--- config.mk ---
export PLATFORM = sky130hd
export DESIGN_NAME = pkmac_top
export DESIGN_NICKNAME = d
export VERILOG_FILES = /design/src/rtl/pkmac_pkg.sv /design/src/rtl/pkmac_decode.sv /design/src/rtl/pkmac_lane.sv /design/src/rtl/pkmac_datapath.sv /design/src/rtl/pkmac_top.sv
export SDC_FILE = /design/constraint.sdc
export NUM_CORES = 2
export LEC_CHECK = 0
export CAP_MARGIN = 10
export CORE_MARGIN = 2
export CORE_UTILIZATION = 60
export DETAILED_ROUTE_END_ITERATION = 6
export HOLD_SLACK_MARGIN = 0.05
export PLACE_DENSITY = 0.79
export SETUP_SLACK_MARGIN = 0.3
export SKIP_CTS_REPAIR_TIMING = 1
export SYNTH_ARGS = -nofsm -noshare
export SYNTH_HDL_FRONTEND = slang
export SYNTH_HIERARCHICAL = 1
export SYNTH_SLANG_ARGS = --single-unit
--- constraint.sdc ---
create_clock -name clk -period 35.3 [get_ports clk]
set_clock_uncertainty 0.15 [all_clocks]
set_input_delay 8.825 -clock clk [delete_from_list [all_inputs] [get_ports clk]]
set_output_delay 8.825 -clock clk [all_outputs]
set_load 0.005 [all_outputs]
--- src/rtl/pkmac_pkg.sv ---
package pkmac_pkg;

    localparam int INSTR_W   = 32;
    localparam int OP_LO     = 18;
    localparam int SEL_LO    = 16;
    localparam int TAG_LO    = 4;
    localparam int TAG_W     = 8;
    localparam logic [TAG_W-1:0] TAG_OK = 8'd1;

    typedef enum logic [1:0] {
        OP_WORD = 2'd0,
        OP_RSVD = 2'd1,
        OP_PAIR = 2'd2,
        OP_PICK = 2'd3
    } mac_op_e;

    typedef struct packed {
        mac_op_e op;
        logic    pick_a_hi;
        logic    pick_b_hi;
        logic    legal;
    } dec_t;

endpackage

--- src/rtl/pkmac_decode.sv ---
module pkmac_decode
    import pkmac_pkg::*;
(
    input  logic [INSTR_W-1:0] instr,
    output dec_t               dec
);
    logic [1:0] sel;
    logic       tag_ok;
    logic       fmt_ok;
    logic       unused_bits;

    // Bits outside the decoded fields deliberately play no role.
    assign unused_bits = ^{instr[31:20], instr[15:12], instr[3:0]};

    always_comb begin
        dec.op        = mac_op_e'(instr[OP_LO +: 2]);
        sel           = instr[SEL_LO +: 2];
        dec.pick_a_hi = sel[1];
        dec.pick_b_hi = sel[0];
        tag_ok        = (instr[TAG_LO +: TAG_W] == TAG_OK);
        unique case (dec.op)
            OP_WORD, OP_PAIR: fmt_ok = (sel == 2'b00);
            OP_PICK:          fmt_ok = 1'b1;
            default:          fmt_ok = 1'b0;
        endcase
        dec.legal = tag_ok && fmt_ok;
    end
endmodule

--- src/rtl/pkmac_lane.sv ---
module pkmac_lane #(
    parameter int HALF_W = 16,
    localparam int PROD_W = 2 * HALF_W
) (
    input  logic [HALF_W-1:0] x,
    input  logic [HALF_W-1:0] y,
    output logic [PROD_W-1:0] p
);
    logic [PROD_W-1:0] xs;
    logic [PROD_W-1:0] ys;

    always_comb begin
        xs = {{HALF_W{x[HALF_W-1]}}, x};
        ys = {{HALF_W{y[HALF_W-1]}}, y};
        p  = xs * ys;
    end
endmodule

--- src/rtl/pkmac_datapath.sv ---
module pkmac_datapath
    import pkmac_pkg::*;
#(
    parameter int ACC_W  = 40,
    parameter int DATA_W = 32,
    localparam int HALF_W = DATA_W / 2,
    localparam int PROD_W = 2 * HALF_W,
    localparam int WIDE_W = 2 * DATA_W,
    localparam int LANES  = 2
) (
    input  dec_t              dec,
    input  logic [DATA_W-1:0] opnd_a,
    input  logic [DATA_W-1:0] opnd_b,
    output logic [ACC_W-1:0]  inc
);
    logic [LANES-1:0][HALF_W-1:0] a_half;
    logic [LANES-1:0][HALF_W-1:0] b_half;
    logic [LANES-1:0][PROD_W-1:0] prod;
    logic [LANES-1:0][ACC_W-1:0]  prod_x;
    logic [WIDE_W-1:0]            full_p;
    logic [WIDE_W-1:0]            a_wide;
    logic [WIDE_W-1:0]            b_wide;
    logic                         unused_hi;
    logic                         pick;

    assign pick = (dec.op == OP_PICK);

    // Lane 0 carries the low pair or the picked pair; lane 1 carries the high pair.
    for (genvar g = 0; g < LANES; g++) begin : g_lane
        if (g == 0) begin : g_low
            assign a_half[g] = (pick && dec.pick_a_hi) ? opnd_a[DATA_W-1 -: HALF_W]
                                                       : opnd_a[HALF_W-1:0];
            assign b_half[g] = (pick && dec.pick_b_hi) ? opnd_b[DATA_W-1 -: HALF_W]
                                                       : opnd_b[HALF_W-1:0];
        end else begin : g_high
            assign a_half[g] = opnd_a[DATA_W-1 -: HALF_W];
            assign b_half[g] = opnd_b[DATA_W-1 -: HALF_W];
        end
        pkmac_lane #(.HALF_W(HALF_W)) u_lane (
            .x (a_half[g]),
            .y (b_half[g]),
            .p (prod[g])
        );
        assign prod_x[g] = {{(ACC_W-PROD_W){prod[g][PROD_W-1]}}, prod[g]};
    end

    always_comb begin
        a_wide = {{DATA_W{opnd_a[DATA_W-1]}}, opnd_a};
        b_wide = {{DATA_W{opnd_b[DATA_W-1]}}, opnd_b};
        full_p = a_wide * b_wide;
    end

    assign unused_hi = ^full_p[WIDE_W-1:ACC_W];

    always_comb begin
        unique case (dec.op)
            OP_WORD: inc = full_p[ACC_W-1:0];
            OP_PAIR: inc = prod_x[1] + prod_x[0];
            OP_PICK: inc = prod_x[0];
            default: inc = '0;
        endcase
    end
endmodule

--- src/rtl/pkmac_top.sv ---
module pkmac_top
    import pkmac_pkg::*;
#(
    parameter int ACC_W  = 40,
    parameter int DATA_W = 32
) (
    input  logic               clk,
    input  logic               rst,
    input  logic               issue_vld,
    input  logic [INSTR_W-1:0] issue_instr,
    input  logic [DATA_W-1:0]  opnd_a,
    input  logic [DATA_W-1:0]  opnd_b,
    input  logic               ld_en,
    input  logic [ACC_W-1:0]   ld_val,
    input  logic               clr,
    output logic [ACC_W-1:0]   acc_out,
    output logic               undef_pulse
);
    typedef struct packed {
        logic [ACC_W-1:0] acc;
        logic             undef;
    } state_t;

    state_t           st_d;
    state_t           st_q;
    dec_t             dec;
    logic [ACC_W-1:0] inc;

    pkmac_decode u_dec (
        .instr (issue_instr),
        .dec   (dec)
    );

    pkmac_datapath #(.ACC_W(ACC_W), .DATA_W(DATA_W)) u_dp (
        .dec    (dec),
        .opnd_a (opnd_a),
        .opnd_b (opnd_b),
        .inc    (inc)
    );

    always_comb begin
        st_d       = st_q;
        st_d.undef = issue_vld && !dec.legal;
        if (clr) begin
            st_d.acc = '0;
        end else if (ld_en) begin
            st_d.acc = ld_val;
        end else if (issue_vld && dec.legal) begin
            st_d.acc = st_q.acc + inc;
        end
    end

    always_ff @(posedge clk) begin
        if (rst) begin
            st_q <= '0;
        end else begin
            st_q <= st_d;
        end
    end

    assign acc_out     = st_q.acc;
    assign undef_pulse = st_q.undef;
endmodule

==> out/qor.yml <==
worst_setup_path:
  critPathMaxStageDelay_ps: 760
  startpoint: "issue_instr[19]"
  timing.rr.start: "acc_out[9]$_SDFFE_PP0P_"
  critPathKind: "in2reg"
  cp_data_arrival_time_ps: 21600
  path_common_cell: "fa_1"
  cp_max_fo: 23
  cp-start-kind: "input pin"
  cp_slowest_cell: "o21ai_1"
  required_ps: 35370
  end_kind: "flop"
cells_and_area:
  seqCellArea_um2: 821
  drive_gt1_share_pct: 2.79
  multi_input_area_um2: 43300
  fillers: 6797
  area_growth_syn_to_layout_pct: 5.29
  antenna_cells: 0
  nNetsFinal: 7361
drt:
  ant_nets: 0
  drt-total-wl_mm: 132
  drt_pass1_iterations: 7
  wl_per_cell_um: 19.6
  drt_iter0_drc: 2580
  remaining_drc_errors: 11
  vias: 38800
  routed_via_density: 5.77
synth:
  syn_nets: 7378
  synthFlopType: "dfxtp_1"
  yosys.area.top_type: "fa_1"
  synthSimpleGateAreaFrac_pct: 17.7
  yosys_warnings: 6
  yosysUniqueCellTypes: 101
  synth_xor_area_share_pct: 3.50
  synth.area.mux_share_pct: 1.01
  syn_area_per_cell_um2: 8.78
  syn_inst: 5674
  synth.cell_area_um2: 49800
  ys_ff_latch: 41
  ys_seq_area_share_pct: 1.65
  synth_top_family_by_area: "adder cells"
  synth_edf_count: 0
  async_flop_share_pct: 0
  synth_top_area_share_pct: 47.0
  synth_adder_area_share_pct: 56.9
  synth.area.top_cells: "fa_1 (47%), ha_1 (9.9%), inv_1 (9.4%), and2_1 (8.9%), nand2_1 (4.9%)"
  synth_compound_area_share_pct: 7.80
clocking:
  clock_latency_ps: 290
  cts_buffer_depth: 2
  cts_sinks: 41
  cts-root-buf: "clkbuf_16"
  clkSlewWorstSetupHoldPaths_ps: 60
  htreeDepth: 2
  cts_buffers: 5
  cts_tree: "yes"
grt:
  first_global_vias: 42200
  grt_first_pass_wirelength_mm: 218
  antenna_found_initial: 6
  grt-ovfl-total: 0
  grt_start_max_net_pins: 64
  grt_util_all_layers_pct: 32.1
flow_run:
  maxCapViolCount: 0
timing:
  setup_viol: 0
  fin_tns_setup_ps: 0
  whs_ps: 371
  slew_violations: 0
  period_minus_slack_ps: 21530
  rsz0062_at_grt: "false"
  worst_slew_pin_slew_ps: 986
  slew-limit-headroom_pct: 33.8
  hold_viol: 0
  period_share_pct: 61.0
  fmax_ghz: 0.0464
outcome:
  outcome: "complete, but fails checks"
  violations: "DRC"
place:
  dpl.hpwl_mm: 105
  gp_congestion: 0.941
  portBuffers: 161
floorplan:
  ios: 182
  die_x_um: 292
  fp.dieH_um: 292
  fp-row-count: 105
  dieArea_um2: 85300
  core_area_um2: 82100
  start_util_pct: 60.7
hold_path:
  hold_class: "reg2reg"
  min_from: "acc_out[7]$_SDFFE_PP0P_"
## final cells by class
type	instances	area share [%]
inverters	1247	8.93
well taps	1070	2.55
multi-input cells	4130	82.5
clock inverters	1	0.0573
flip-flops and latches	41	1.57
repair buffers	232	4.08
clock buffers	7	0.272
## stage by stage
stage                     utilization, %  instances  cell area, µm²  worst slack (ps)
after global routing                63.9       6728           52400             13030
after global placement              63.7       6720           52300             13810
final                               63.9       6728           52400             13770
after floorplan                        -       5674           49800             15900
after detailed placement            63.7       6720           52300             13650
after CTS                           63.9       6728           52400             13920
## per-layer routing
layer | track usage [%] | vias to the layer above | routed length [µm]
met5 | 0 | - | 17
met4 | 12.6 | 2 | 6070
met3 | 4.37 | 380 | 10700
met2 | 55.1 | 1613 | 64900
met1 | 41.3 | 19800 | 50100
li1 | - | 17000 | -
## cells in the final DEF (no fill, tap or decap), types with 15 or more instances in the layout
cell type        instances
nand2b_1                33
buf_4                   71
fa_1                  1169
o211ai_1                16
a21o_1                  65
o21a_1                  15
o21bai_1                19
inv_1                 1246
dfxtp_1                 41
xor2_1                  49
mux2_2                  33
clkdlybuf4s50_1        160
o21ai_1                 38
o21ai_0                 88
a31oi_1                 25
ha_1                   394
a211oi_1                22
and2_1                 709
nand2_1                645
o22ai_1                 15
nor3_1                  48
a21oi_1                179
xnor2_1                150
nor2_1                 140
nand3_1                 38
and3_1                  24
or3_1                   17
## critical path, delay by kind of cell
kind	cells	cell delay, ps
muxes	3	1170
and+or+nand+nor	8	2270
AOI/OAI and AO/OA	16	3840
buffers and inverters	5	1320
adders and majority gates	9	4160
## cells in the mapped netlist, types with 41 or more instances
cell type,n
and2_1,709
a21oi_1,179
o21ai_0,88
fa_1,1169
inv_1,1246
xor2_1,49
nand2_1,645
xnor2_1,150
ha_1,394
nor2_1,140
dfxtp_1,41
clkbuf_1,236
a21o_1,65
nor3_1,48
## flip-flops by register name, indices dropped and copies added (netlist names)
signal / count
acc_out: 40
undef_pulse: 1
## kinds of logic (layout without fill, tap and decap cells)
family,Yosys count,in the layout
multiplexers,46,46
AND/OR/NAND/NOR,1729,1729
adder cells (fa/ha/maj),1563,1563
AO/OA/AOI/OAI,593,593
buffers and inverters,1503,1487
flip-flops,41,41
XOR/XNOR,199,199
## worst paths after layout
| path | cells past startpoint | slack [ps] | endpoint |
|---|---|---|---|
| setup / recovery | 41 | 13770 | acc_out[38]$_SDFFE_PP0P_ |
| hold / removal | 2 | 370 | acc_out[7]$_SDFFE_PP0P_ |
| setup reg to reg | 10 | 31960 | acc_out[38]$_SDFFE_PP0P_ |
| hold reg to reg | 2 | 370 | acc_out[7]$_SDFFE_PP0P_ |
Power is not shown: default switching activity piles up to over one toggle a cycle in this logic, so the estimate is an artifact.
